### config.mk
export PLATFORM = sky130hd
export DESIGN_NAME = vend_ctrl
export DESIGN_NICKNAME = d
export VERILOG_FILES = /design/src/rtl/vend_pkg.sv /design/src/rtl/vend_datapath.sv /design/src/rtl/vend_control.sv /design/src/rtl/vend_ctrl.sv
export SDC_FILE = /design/constraint.sdc
export NUM_CORES = 1
export LEC_CHECK = 0
export BUFFER_PORTS_ARGS = -buffer_cell sky130_fd_sc_hd__buf_2
export CAP_MARGIN = 20
export CORE_AREA = 2 2 39 41
export CTS_CLUSTER_SIZE = 40
export DETAILED_ROUTE_END_ITERATION = 8
export DIE_AREA = 0 0 41 43
export PLACE_DENSITY = 0.35
export SETUP_SLACK_MARGIN = 0.02
export SYNTH_ARGS = -nofsm -noshare
export SYNTH_HDL_FRONTEND = slang
export SYNTH_SLANG_ARGS = --single-unit
### constraint.sdc
create_clock -name clk -period 1.2 [get_ports clk]
set_clock_uncertainty 0.15 [all_clocks]
set_input_delay 0.18 -clock clk [delete_from_list [all_inputs] [get_ports clk]]
set_output_delay 0.18 -clock clk [all_outputs]
set_load 0.02 [all_outputs]
### src/rtl/vend_pkg.sv
package vend_pkg;
  localparam int CODE_W = 2;

  typedef enum logic [CODE_W-1:0] {
    ST_IDLE    = 2'd0,
    ST_HUNDRED = 2'd1,
    ST_FIFTY   = 2'd2
  } credit_e;

  typedef enum logic [1:0] {
    COIN_NONE = 2'd0,
    COIN_LO   = 2'd1,
    COIN_HI   = 2'd2
  } coin_e;

  typedef struct packed {
    logic vend;
    logic change;
  } strobe_t;
endpackage

### src/rtl/vend_datapath.sv
module vend_datapath
  import vend_pkg::*;
(
  input  logic    clk,
  input  logic    rst,
  input  logic    coinFifty,
  input  logic    coinHundred,
  input  strobe_t strobes,
  output coin_e   coinKind,
  output logic    vendOut,
  output logic    changeOut
);
  // Classify the coin strobes; a double strobe is rejected as no coin.
  always_comb begin
    unique case ({coinHundred, coinFifty})
      2'b01:   coinKind = COIN_LO;
      2'b10:   coinKind = COIN_HI;
      default: coinKind = COIN_NONE;
    endcase
  end

  // Mealy pulses, held low while reset is applied.
  assign vendOut   = strobes.vend   && !rst;
  assign changeOut = strobes.change && !rst;

  // A sale always returns to idle, so a vend cannot repeat on the next cycle.
  p_vend_single_r9: assert property (@(posedge clk) disable iff (rst)
    vendOut |=> !vendOut);
  p_change_single_r9: assert property (@(posedge clk) disable iff (rst)
    changeOut |=> !changeOut);
endmodule

### src/rtl/vend_control.sv
module vend_control
  import vend_pkg::*;
(
  input  logic    clk,
  input  logic    rst,
  input  coin_e   coinKind,
  output strobe_t strobes,
  output credit_e stateQ
);
  credit_e stateD;

  always_comb begin
    stateD         = stateQ;
    strobes.vend   = 1'b0;
    strobes.change = 1'b0;
    unique case (stateQ)
      ST_IDLE: begin
        if (coinKind == COIN_LO)      stateD = ST_FIFTY;
        else if (coinKind == COIN_HI) stateD = ST_HUNDRED;
      end
      ST_FIFTY: begin
        if (coinKind == COIN_LO) stateD = ST_HUNDRED;
        else if (coinKind == COIN_HI) begin
          stateD       = ST_IDLE;
          strobes.vend = 1'b1;
        end
      end
      ST_HUNDRED: begin
        if (coinKind != COIN_NONE) begin
          stateD         = ST_IDLE;
          strobes.vend   = 1'b1;
          strobes.change = (coinKind == COIN_HI);
        end
      end
      default: stateD = ST_IDLE;
    endcase
  end

  always_ff @(posedge clk) begin
    if (rst) stateQ <= ST_IDLE;
    else     stateQ <= stateD;
  end

  p_legal_code_r2: assert property (@(posedge clk) disable iff (rst)
    stateQ != 2'd3);
  p_change_with_vend_r6: assert property (@(posedge clk) disable iff (rst)
    strobes.change |-> strobes.vend);
  p_vend_to_idle_r9: assert property (@(posedge clk) disable iff (rst)
    strobes.vend |=> stateQ == ST_IDLE);
  p_no_coin_hold_r7: assert property (@(posedge clk) disable iff (rst)
    coinKind == COIN_NONE |=> $stable(stateQ));
  p_idle_no_vend_r3: assert property (@(posedge clk) disable iff (rst)
    stateQ == ST_IDLE |-> !strobes.vend);
endmodule

### src/rtl/vend_ctrl.sv
module vend_ctrl
  import vend_pkg::*;
(
  input  logic              clk,
  input  logic              rst,
  input  logic              coinFifty,
  input  logic              coinHundred,
  output logic              vendOut,
  output logic              changeOut,
  output logic [CODE_W-1:0] creditCode
);
  coin_e   coinKind;
  strobe_t strobes;
  credit_e stateQ;

  vend_datapath u_dp (
    .clk(clk), .rst(rst), .coinFifty(coinFifty), .coinHundred(coinHundred),
    .strobes(strobes), .coinKind(coinKind), .vendOut(vendOut), .changeOut(changeOut)
  );

  vend_control u_ctl (
    .clk(clk), .rst(rst), .coinKind(coinKind), .strobes(strobes), .stateQ(stateQ)
  );

  assign creditCode = stateQ;
endmodule

==> flow_summary.rst, run 1 <==
.. list-table::
   :header-rows: 1

   * - Metric
     - Value
   * - DP HPWL
     - about 500 µm
   * - Final antenna-violating net count
     - 0
   * - Number of flip-flops under the largest register name
     - 2
   * - Final GP Congestion
     - about 0.63
   * - Slew at the pin closest to its max-slew limit
     - between 0.2 and 0.3 ns
   * - CTS tree
     - built
   * - Final WL
     - approximately 610 µm
   * - Core Rows
     - 14
   * - Setup repair after global routing missed its margin
     - true
   * - Minimum clock period
     - 1.531 ns
   * - Flip-flop and latch area
     - about 48 µm²
   * - Top flop regs
     - u_ctl.stateQ (2)
   * - Setup ws final
     - -0.3306 ns
   * - Post-Place Setup Slack
     - -0.2726 ns
   * - Synthesized Nets
     - 37
   * - Pwr/cell area
     - around 1100 mW/mm²
   * - Number of inserted filler cells in the final layout
     - about 150
   * - Via count of the first global-routing pass
     - 258
   * - Crit path kind
     - flip-flop to output port
   * - Peak VDD IR
     - between 0.2 and 0.3 mV
   * - CP startpoint kind
     - flip-flop
   * - Series of cell instances along the critical path
     - inv_6, ha_4, nor3b_4, buf_6
   * - Portion of the post-synthesis area used by sequential elements
     - around 18%
   * - Final hold violation count
     - 0
   * - CP max FO
     - 3
   * - Root buf cell
     - sky130_fd_sc_hd__clkbuf_4
   * - Placed Cells
     - 55
   * - Synth warn
     - 0
   * - Slowest CP cell
     - sky130_fd_sc_hd__dfxtp_4
   * - Internal reg-to-reg setup slack
     - -0.25 ns
   * - Max clock buf depth
     - 2
   * - Clock buffers created by TritonCTS
     - 3
   * - Area of combinational cells with multiple inputs
     - 222.7 µm²
   * - Data arrival time of the worst path
     - approximately 1.2 ns
   * - Die Ht
     - 43 µm
   * - Starting utilization of the core area
     - 16.18%
   * - Average routed wire per standard cell
     - 9.758 µm
   * - Number of antenna violations at the first check in global routing
     - 0
   * - Max incr delay on CP
     - around 0.38 ns
   * - I/O pin total
     - 8
   * - Gate Count Post-Synth
     - 27
   * - Total Die Area
     - 0.001763 mm²
   * - Yosys reg bits
     - 2
   * - Synthesis-to-layout area growth
     - 110.6%
   * - Violations in the final reports
     - negative setup slack
   * - Routed vias/inst
     - 4.290
   * - Area of the mapped netlist
     - between 200 and 250 µm²
   * - 1st-pass router iterations
     - 4
   * - Distinct cell type count after synthesis
     - 15
   * - Number of remaining DRC errors
     - 0
   * - CTS H-Tree Depth
     - 1
   * - Share of cells above drive strength 1
     - a little over three fifths
   * - DR vias
     - 266
   * - Worst hold-check path type
     - input port to flip-flop
   * - Wire length of the first global-routing pass
     - ~1000 µm
   * - Core Box Area
     - ~0.0014 mm²
   * - Max Slew Vio Count
     - 0
   * - Final setup fails
     - 4
   * - Clock net sink count
     - 2
   * - Maximum clock rate
     - about 0.65 GHz
   * - Register ranked first by flip-flop count
     - u_ctl.stateQ
   * - Clock slew at reported path FFs
     - ~0.030 ns
   * - Endpoint class of the critical path
     - output port
   * - Hold-fix buffers, CTS
     - 0
   * - Status
     - finished with violations
   * - Data required time of the worst path
     - a little under 0.9 ns
   * - Avg Inst Size Synth
     - roughly 8.3 µm²
   * - Port Buf Inserts
     - 7
   * - Pin count of the biggest net entering global routing
     - 5
   * - Static leakage
     - ~0.00022 µW
   * - Die X-Extent
     - 41 µm
   * - Worst slew slack as a fraction of its limit
     - 81.59%
   * - DRT iter0 DRCs
     - 20
   * - Number of inserted diodes
     - 0
   * - Insertion delay to the later sink of the worst-skew pair
     - 0.22 ns
   * - Max-cap viol count
     - 0
   * - Final worst path period share
     - 127.5%
   * - Overall routing resource usage
     - between 8 and 9%
   * - Grt ovf
     - 0
   * - Final #Nets
     - just under 60
   * - Post-layout instance count excluding filler cells
     - between 60 and 70
==> area by class of cell <==
type / instances / area share [%]
repair buffers: 16 / 27.32
clock buffers: 3 / 4.775
multi-input cells: 19 / 47.21
inverters: 6 / 6.366
well taps: 16 / 4.244
flip-flops and latches: 2 / 10.08
==> cells by family (layout without fill, tap and decap cells) <==
family,count (synthesis),count (layout),share of synthesized area [%]
simple gates,8,8,21.23
compound gates,5,5,17.32
flops,2,2,17.88
fa+ha+maj,6,6,33.52
buf+inv,6,25,10.06
==> worst max-delay path, delay by kind of cell, from the launching register on <==
kind / cells / cell delay (ns)
DFF: 1 / 0.38
adders and majority gates: 1 / 0.25
buffers and inverters: 2 / 0.19
and+or+nand+nor: 1 / 0.17
==> synth_stat cells, drive strengths merged <==
cell type | instances | area [µm²]
a31oi | 1 | 6.260
nor3b | 1 | 7.510
nand2 | 1 | 3.750
and3b | 1 | 8.760
o31ai | 1 | 7.510
inv | 6 | 22.52
a22oi | 1 | 7.510
nand3 | 2 | 10.01
nor2 | 1 | 3.750
a211oi | 1 | 7.510
ha | 6 | 75.07
a222oi | 1 | 10.01
dfxtp | 2 | 40.04
or4 | 1 | 7.510
nand2b | 1 | 6.260
==> final timing paths <==
check | from | end | depth (start not counted)
max | u_ctl.stateQ[1]$_SDFFE_PP0P_ | vendOut | 4
min | rst | u_ctl.stateQ[1]$_SDFFE_PP0P_ | 2
max reg2reg | u_ctl.stateQ[1]$_SDFFE_PP0P_ | u_ctl.stateQ[0]$_SDFFE_PP0P_ | 6
min reg2reg | u_ctl.stateQ[0]$_SDFFE_PP0P_ | u_ctl.stateQ[0]$_SDFFE_PP0P_ | 3
==> metal layers <==
| layer | vias up | global-route usage, % | wire, µm |
|---|---|---|---|
| met5 | - | 0 | 0 |
| met4 | 0 | 8.000 | 0 |
| met3 | 0 | 0 | 18 |
| met2 | 7 | 12.81 | 313 |
| met1 | 123 | 11.08 | 273 |
| li1 | 136 | - | - |
==> power breakdown <==
| group | switching, µW | leakage, µW | internal [µW] |
|---|---|---|---|
| clock | 38.6 | 0.0000138 | 110 |
| combinational | 113 | 0.000184 | 148 |
| sequential | 19.7 | 0.0000178 | 80.7 |
==> repair_timing <==
action,4_1_cts,5_1_grt
setup endpoints to repair,5,5
pin swaps,7,0
resized for setup,10,1
setup buffers,4,1
gates cloned,0,0
==> layout by cell type (no fill, tap or decap) <==
| cell type | count |
|---|---|
| sky130_fd_sc_hd__buf_4 | 7 |
| sky130_fd_sc_hd__buf_6 | 5 |
| sky130_fd_sc_hd__inv_1 | 4 |
| sky130_fd_sc_hd__buf_2 | 4 |
| sky130_fd_sc_hd__ha_1 | 3 |
| sky130_fd_sc_hd__ha_4 | 3 |
| sky130_fd_sc_hd__clkbuf_4 | 3 |
| sky130_fd_sc_hd__nand3_1 | 2 |
| sky130_fd_sc_hd__dfxtp_4 | 2 |
| sky130_fd_sc_hd__inv_4 | 1 |
| sky130_fd_sc_hd__inv_6 | 1 |
| sky130_fd_sc_hd__a22oi_2 | 1 |
| sky130_fd_sc_hd__nor3b_4 | 1 |
| sky130_fd_sc_hd__and3b_1 | 1 |
| sky130_fd_sc_hd__nor2_4 | 1 |
| sky130_fd_sc_hd__or4_1 | 1 |
| sky130_fd_sc_hd__nand2_1 | 1 |
| sky130_fd_sc_hd__a31oi_1 | 1 |
| sky130_fd_sc_hd__o31ai_1 | 1 |
| sky130_fd_sc_hd__nand2b_1 | 1 |
| sky130_fd_sc_hd__a222oi_1 | 1 |
| sky130_fd_sc_hd__a211oi_1 | 1 |
==> through the flow <==
stage	hold slack [ns]	power [µW]	utilization [%]	setup TNS [ns]	instance area, µm²
3_5_place_dp	0.2742	305.3	27.49	-0.7050	380.4
6_report	0.04330	510.4	34.09	-1.066	471.7
4_1_cts	0.03710	512.7	33.36	-0.9980	461.7
3_3_place_gp	0.2764	307.0	27.49	-0.6493	380.4
2_1_floorplan	0.08971	236.8	-	-0.3306	287.8
5_1_grt	0.05214	557.0	34.09	-1.340	471.7
(Power assumes the default switching activity.)
==> run 2, diff against run 1 <==
--- a/config.mk
+++ b/config.mk
@@ -5,13 +5,15 @@
 export SDC_FILE = /design/constraint.sdc
 export NUM_CORES = 1
 export LEC_CHECK = 0
-export BUFFER_PORTS_ARGS = -buffer_cell sky130_fd_sc_hd__buf_2
+export BUFFER_PORTS_ARGS = -buffer_cell sky130_fd_sc_hd__buf_4
 export CAP_MARGIN = 20
+export CELL_PAD_IN_SITES_DETAIL_PLACEMENT = 0
+export CELL_PAD_IN_SITES_GLOBAL_PLACEMENT = 2
 export CORE_AREA = 2 2 39 41
 export CTS_CLUSTER_SIZE = 40
 export DETAILED_ROUTE_END_ITERATION = 8
 export DIE_AREA = 0 0 41 43
-export PLACE_DENSITY = 0.35
+export PLACE_DENSITY = 0.54
 export SETUP_SLACK_MARGIN = 0.02
 export SYNTH_ARGS = -nofsm -noshare
 export SYNTH_HDL_FRONTEND = slang
==> flow_summary.rst, run 2 (synthesis results as in run 1) <==
.. list-table::
   :header-rows: 1

   * - Metric
     - Value
   * - Status
     - finished with violations
   * - Violations in the final reports
     - negative setup slack
   * - Flip-flop and latch area
     - 47.55 µm² (unchanged)
   * - Clock slew at reported path FFs
     - 0.03 ns (about the same)
   * - Starting utilization of the core area
     - 16.18% (unchanged)
   * - Clock net sink count
     - 2 (unchanged)
   * - Final hold violation count
     - 0 (unchanged)
   * - Launch point of the worst reg-to-reg path
     - u_ctl.stateQ[0]$_SDFFE_PP0P_
   * - Crit Reg-Reg Endpoint
     - u_ctl.stateQ[1]$_SDFFE_PP0P_
   * - Pwr/cell area
     - 1088 mW/mm² (+0.55%)
   * - Commonest non-fill, non-tap cells in the layout
     - sky130_fd_sc_hd__buf_4, sky130_fd_sc_hd__buf_6, sky130_fd_sc_hd__inv_1
   * - DP HPWL
     - 490.7 µm (about the same)
   * - CP startpoint kind
     - flip-flop
   * - Number of inserted diodes
     - 0 (unchanged)
   * - Final #Nets
     - 57 (-1.7%)
   * - Data arrival time of the worst path
     - 1.52 ns (+0.32 ns)
   * - Most common library cell in the layout ignoring fill and taps
     - sky130_fd_sc_hd__buf_4
   * - Max-cap viol count
     - 0 (unchanged)
   * - Die X-Extent
     - 41 µm (unchanged)
   * - Hold-fix buffers, CTS
     - 0 (unchanged)
   * - Static leakage
     - 0.0002134 µW (-1.1%)
   * - Setup ws final
     - -0.3338 ns (-0.003224 ns)
   * - Die Ht
     - 43 µm (unchanged)
   * - Number of antenna violations at the first check in global routing
     - 0 (unchanged)
   * - Area of combinational cells with multiple inputs
     - 227.7 µm² (+2.2%)
   * - Total Die Area
     - 0.001763 mm² (unchanged)
   * - Grt ovf
     - 0 (unchanged)
   * - Final antenna-violating net count
     - 0 (unchanged)
   * - Area of placed instances
     - 390.4 µm² (+2.6%)
   * - Insertion delay to the later sink of the worst-skew pair
     - 0.22 ns (about the same)
   * - Number of inserted filler cells in the final layout
     - 152 (-1.3%)
   * - Core Rows
     - 14 (unchanged)
   * - Final WL
     - 643 µm (+6.3%)
   * - CP max FO
     - 3 (unchanged)
   * - Max Slew Vio Count
     - 0 (unchanged)
   * - Final GP Congestion
     - 0.6599 (+4.3%)
   * - Register ranked first by flip-flop count
     - u_ctl.stateQ
   * - Root buf cell
     - sky130_fd_sc_hd__clkbuf_4
   * - Clock buffers created by TritonCTS
     - 3 (unchanged)
   * - Minimum clock period
     - 1.534 ns (+0.003224 ns)
   * - Internal reg-to-reg setup slack
     - -0.33 ns (-0.08 ns)
   * - Data required time of the worst path
     - 1.18 ns (+0.31 ns)
   * - Peak VDD IR
     - 0.4479 mV (+60%)
   * - Setup repair after global routing missed its margin
     - true
   * - Overall routing resource usage
     - 8.500% (-0.29 points)
   * - Wire length of the first global-routing pass
     - 1048 µm (+1.9%)
   * - Final core area utilization
     - 34.45% (+0.36 points)
   * - Crit path kind
     - flip-flop to flip-flop
   * - CTS H-Tree Depth
     - 1 (unchanged)
   * - 1st-pass router iterations
     - 4 (unchanged)
   * - DRT iter0 DRCs
     - 4 (-80%)
   * - Synthesis-to-layout area growth
     - 112.8%
   * - Worst hold-check path type
     - input port to flip-flop
   * - Post-Layout Inst Area
     - 476.7 µm² (+1.1%)
   * - Worst slew slack as a fraction of its limit
     - 80.06% (-1.5 points)
   * - Maximum clock rate
     - 0.6520 GHz (-0.21%)
   * - Routed vias/inst
     - 4.541 (+5.8%)
   * - Average routed wire per standard cell
     - 10.54 µm (+8.0%)
   * - I/O pin total
     - 8 (unchanged)
   * - DR vias
     - 277 (+4.1%)
   * - Top flop regs
     - u_ctl.stateQ (2)
   * - Via count of the first global-routing pass
     - 273 (+5.8%)
   * - Endpoint class of the critical path
     - flip-flop
   * - Final worst path period share
     - 127.8% (+0.27 points)
   * - Slew at the pin closest to its max-slew limit
     - 0.2991 ns (+0.02299 ns)
   * - Share of cells above drive strength 1
     - 64.44% (+1.4 points)
   * - Number of remaining DRC errors
     - 0 (unchanged)
   * - Cells on worst reg2reg path
     - 6 (unchanged)
   * - CTS tree
     - built
   * - Pin count of the biggest net entering global routing
     - 6 (+1)
   * - Port Buf Inserts
     - 7 (unchanged)
   * - Max clock buf depth
     - 2 (unchanged)
   * - Number of flip-flops under the largest register name
     - 2 (unchanged)
   * - End point of the critical path
     - u_ctl.stateQ[1]$_SDFFE_PP0P_
   * - Critical path origin
     - u_ctl.stateQ[0]$_SDFFE_PP0P_
   * - Core Box Area
     - 0.001384 mm² (unchanged)
   * - Final setup fails
     - 4 (unchanged)
run 2: layout make-up:
| cell class | count | area share, % |
|---|---|---|
| multi-input cells | 19 | 47.77 |
| repair buffers | 15 | 27.56 |
| flip-flops and latches | 2 | 9.974 |
| inverters | 6 | 5.774 |
| clock buffers | 3 | 4.724 |
| well taps | 16 | 4.199 |
run 2: worst min-delay path by stage:
stage               startpoint                            to  slack (ns)  cells past startpoint
finish                     rst  u_ctl.stateQ[1]$_SDFFE_PP0P_        0.02                      2
global route               rst  u_ctl.stateQ[1]$_SDFFE_PP0P_        0.02                      2
CTS                        rst  u_ctl.stateQ[1]$_SDFFE_PP0P_        0.02                      2
detailed placement         rst  u_ctl.stateQ[0]$_SDFFE_PP0P_        0.25                      2
global placement           rst  u_ctl.stateQ[1]$_SDFFE_PP0P_        0.24                      2
floorplan                  rst  u_ctl.stateQ[1]$_SDFFE_PP0P_        0.09                      1
run 2: through the flow:
stage                     power, µW  hold slack (ns)  setup WS, ns  setup TNS (ns)  cells
after detailed placement      316.7           0.2489       -0.2519         -0.7425     54
after floorplan               236.8          0.08971       -0.1508         -0.3306     27
after CTS                     509.8          0.01568       -0.3438          -1.011     60
after global placement        314.5           0.2372       -0.2431         -0.6913     54
after global routing          562.1          0.01817       -0.3971          -1.243     61
final                         518.6          0.01859       -0.3338          -1.036     61
run 2: report_power, final:
group / switching (µW) / internal, µW
logic: 119 / 156
clock network: 33.6 / 110
registers: 18.8 / 80.7
run 2: timing repair:
item / CTS / global route
resized for setup: 7 / 1
pin swaps: 7 / 4
setup endpoints to repair: 5 / 5
gates cloned: 0 / 0
endpoints found under the hold margin: 0 / 0
setup buffers: 3 / 1
run 2: worst max-delay path, stage by stage (launching register included):
cell and delay [ns]:
sky130_fd_sc_hd__dfxtp_4 0.35, sky130_fd_sc_hd__inv_4 0.08, sky130_fd_sc_hd__ha_4 0.15, sky130_fd_sc_hd__buf_6 0.10, sky130_fd_sc_hd__nor2_4 0.03, sky130_fd_sc_hd__or4_1 0.40, sky130_fd_sc_hd__a31oi_1 0.19
run 2: routing by layer:
| layer | vias to the layer above | GRT usage (%) | part of all wire, % |
|---|---|---|---|
| met3 | 0 | 1.571 | 5.8 |
| met1 | 128 | 10.48 | 42 |
| met4 | 0 | 2.000 | 0 |
| li1 | 135 | - | - |
| met2 | 14 | 14.37 | 52 |
| met5 | - | 0 | 0 |
==> run 3, diff against run 2 <==
--- a/config.mk
+++ b/config.mk
@@ -6,14 +6,14 @@
 export NUM_CORES = 1
 export LEC_CHECK = 0
 export BUFFER_PORTS_ARGS = -buffer_cell sky130_fd_sc_hd__buf_4
-export CAP_MARGIN = 20
+export CAP_MARGIN = 5
 export CELL_PAD_IN_SITES_DETAIL_PLACEMENT = 0
 export CELL_PAD_IN_SITES_GLOBAL_PLACEMENT = 2
 export CORE_AREA = 2 2 39 41
 export CTS_CLUSTER_SIZE = 40
 export DETAILED_ROUTE_END_ITERATION = 8
 export DIE_AREA = 0 0 41 43
-export PLACE_DENSITY = 0.54
+export PLACE_DENSITY_LB_ADDON = 0.1
 export SETUP_SLACK_MARGIN = 0.02
 export SYNTH_ARGS = -nofsm -noshare
 export SYNTH_HDL_FRONTEND = slang
==> flow_summary.rst, run 3 (synthesis results as in run 1) <==
.. list-table::
   :header-rows: 1

   * - Metric
     - Value
   * - Pwr/cell area
     - 1094 mW/mm² (+0.58%)
   * - Series of cell instances along the critical path
     - inv_4, ha_4, nor3b_4, buf_6
   * - Clock buffers created by TritonCTS
     - 3 (unchanged)
   * - Core Box Area
     - 0.001384 mm² (unchanged)
   * - Clock net sink count
     - 2 (unchanged)
   * - Number of antenna violations at the first check in global routing
     - 0 (unchanged)
   * - Share of cells above drive strength 1
     - 65.96% (+1.5 points)
   * - Data required time of the worst path
     - 0.87 ns (-0.31 ns)
   * - Max Slew Vio Count
     - 0 (unchanged)
   * - Grt ovf
     - 0 (unchanged)
   * - Setup ws final
     - -0.3332 ns (+0.0006050 ns)
   * - CTS H-Tree Depth
     - 1 (unchanged)
   * - Crit path kind
     - flip-flop to output port
   * - Worst hold-check path type
     - input port to flip-flop
   * - Violations in the final reports
     - negative setup slack
   * - Final WL
     - 658 µm (+2.3%)
   * - Top flop regs
     - u_ctl.stateQ (2)
   * - Total Die Area
     - 0.001763 mm² (unchanged)
   * - Number of inserted filler cells in the final layout
     - 153 (+0.66%)
   * - Wire length of the first global-routing pass
     - 1104 µm (+5.3%)
   * - Starting utilization of the core area
     - 16.18% (unchanged)
   * - Family with the most delay on the worst path
     - flip-flops
   * - Synthesis-to-layout area growth
     - 125.1%
   * - Status
     - finished with violations
   * - Die Ht
     - 43 µm (unchanged)
   * - Number of remaining DRC errors
     - 0 (unchanged)
   * - Data arrival time of the worst path
     - 1.20 ns (-0.32 ns)
   * - Root buf cell
     - sky130_fd_sc_hd__clkbuf_4
   * - Final core area utilization
     - 36.44% (+2.0 points)
   * - Buf+Inv Stages, Crit Path
     - 2 (unchanged)
   * - CTS tree
     - built
   * - Commonest non-fill, non-tap cells in the layout
     - sky130_fd_sc_hd__buf_4, sky130_fd_sc_hd__buf_6, sky130_fd_sc_hd__inv_1
   * - DRT iter0 DRCs
     - 3 (-1)
   * - Register ranked first by flip-flop count
     - u_ctl.stateQ
   * - Pin count of the biggest net entering global routing
     - 5 (-1)
   * - Final GP Congestion
     - 0.7252 (+9.9%)
   * - Slew at the pin closest to its max-slew limit
     - 0.2833 ns (-0.01583 ns)
   * - Die X-Extent
     - 41 µm (unchanged)
   * - DR vias
     - 267 (-3.6%)
   * - Average routed wire per standard cell
     - 10.44 µm (-0.92%)
   * - Minimum clock period
     - 1.533 ns (-0.0006050 ns)
   * - CP max FO
     - 3 (unchanged)
   * - Max-cap viol count
     - 0 (unchanged)
   * - Port Buf Inserts
     - 7 (unchanged)
   * - CP startpoint kind
     - flip-flop
   * - Number of flip-flops under the largest register name
     - 2 (unchanged)
   * - 1st-pass router iterations
     - 5 (+1)
   * - Most common library cell in the layout ignoring fill and taps
     - sky130_fd_sc_hd__buf_4
   * - Endpoint class of the critical path
     - output port
   * - I/O pin total
     - 8 (unchanged)
   * - Core Rows
     - 14 (unchanged)
   * - Static leakage
     - 0.0002270 µW (+6.4%)
   * - Via count of the first global-routing pass
     - 298 (+9.2%)
   * - Final setup fails
     - 4 (unchanged)
   * - Insertion delay to the later sink of the worst-skew pair
     - 0.23 ns (about the same)
   * - Setup repair after global routing missed its margin
     - true
   * - DP HPWL
     - 506.2 µm (+3.2%)
   * - Worst slew slack as a fraction of its limit
     - 81.12% (+1.1 points)
   * - Final #Nets
     - 59 (+3.5%)
   * - Clock slew at reported path FFs
     - 0.03 ns (about the same)
   * - Final hold violation count
     - 0 (unchanged)
   * - Worst hold margin
     - 0.006598 ns (-0.01199 ns)
   * - Max incr delay on CP
     - 0.37 ns (-0.03 ns)
   * - Final worst path period share
     - 127.8% (about the same)
   * - Final antenna-violating net count
     - 0 (unchanged)
   * - Peak VDD IR
     - 0.3450 mV (-23%)
   * - Overall routing resource usage
     - 9.600% (+1.1 points)
   * - Maximum clock rate
     - 0.6522 GHz (about the same)
   * - Max clock buf depth
     - 2 (unchanged)
   * - Number of inserted diodes
     - 0 (unchanged)
   * - Routed vias/inst
     - 4.238 (-6.7%)
   * - Slowest CP cell
     - sky130_fd_sc_hd__dfxtp_4
==> run 3: changes by cell type in the layout (fill, tap and decap cells not counted) <==
cell,previous run,this run
sky130_fd_sc_hd__buf_6,5,6
sky130_fd_sc_hd__o31ai_2,1,0
sky130_fd_sc_hd__o31ai_4,0,1
sky130_fd_sc_hd__buf_4,10,11
==> run 3: final timing paths <==
check                                      end                    startpoint  cells past startpoint  slack, ns
setup / recovery                       vendOut  u_ctl.stateQ[0]$_SDFFE_PP0P_                      4      -0.33
hold / removal    u_ctl.stateQ[1]$_SDFFE_PP0P_                           rst                      2      0.007
setup reg to reg  u_ctl.stateQ[1]$_SDFFE_PP0P_  u_ctl.stateQ[0]$_SDFFE_PP0P_                      6      -0.27
hold reg to reg   u_ctl.stateQ[0]$_SDFFE_PP0P_  u_ctl.stateQ[0]$_SDFFE_PP0P_                      3       0.48
==> run 3: where the power goes <==
part           internal (µW)  switching (µW)  total [µW]
Sequential              80.7            18.3        99.0
Combinational            176             127         303
Clock                    110            39.7         150
==> run 3: repair_timing <==
item                                    CTS  global route
endpoints found under the setup margin    4             5
hold buffers                              0             0
gates resized for setup                  10             1
pin swaps                                 8             3
setup buffers                             4             1
==> run 3: stage by stage <==
stage | power (µW) | cells | worst slack (ns) | TNS, ns | area [µm²]
2_1_floorplan | 236.8 | 27 | -0.1508 | -0.3306 | 287.8
4_1_cts | 556.7 | 63 | -0.3415 | -1.037 | 504.2
3_3_place_gp | 331.0 | 56 | -0.2327 | -0.6913 | 405.4
5_1_grt | 583.0 | 63 | -0.3693 | -1.200 | 504.2
3_5_place_dp | 328.8 | 56 | -0.2438 | -0.7106 | 405.4
6_report | 551.8 | 63 | -0.3332 | -1.009 | 504.2
==> run 3: routing by layer <==
layer / routed length, µm / track usage, % / up-vias / share of wire (%)
met5: 0 / 0 / - / 0
met4: 36 / 10.00 / 0 / 5.5
met3: 9 / 0 / 4 / 1.4
met2: 362 / 14.69 / 6 / 55
met1: 250 / 10.79 / 121 / 38
li1: - / - / 136 / -
==> run 3: final cells by class <==
type                    instances  area, µm²  share of cell area (%)
well taps                      16      20.02                   3.970
repair buffers                 17      150.1                   29.78
inverters                       6      27.53                   5.459
multi-input cells              19      236.5                   46.90
clock buffers                   3      22.52                   4.466
flip-flops and latches          2      47.55                   9.429
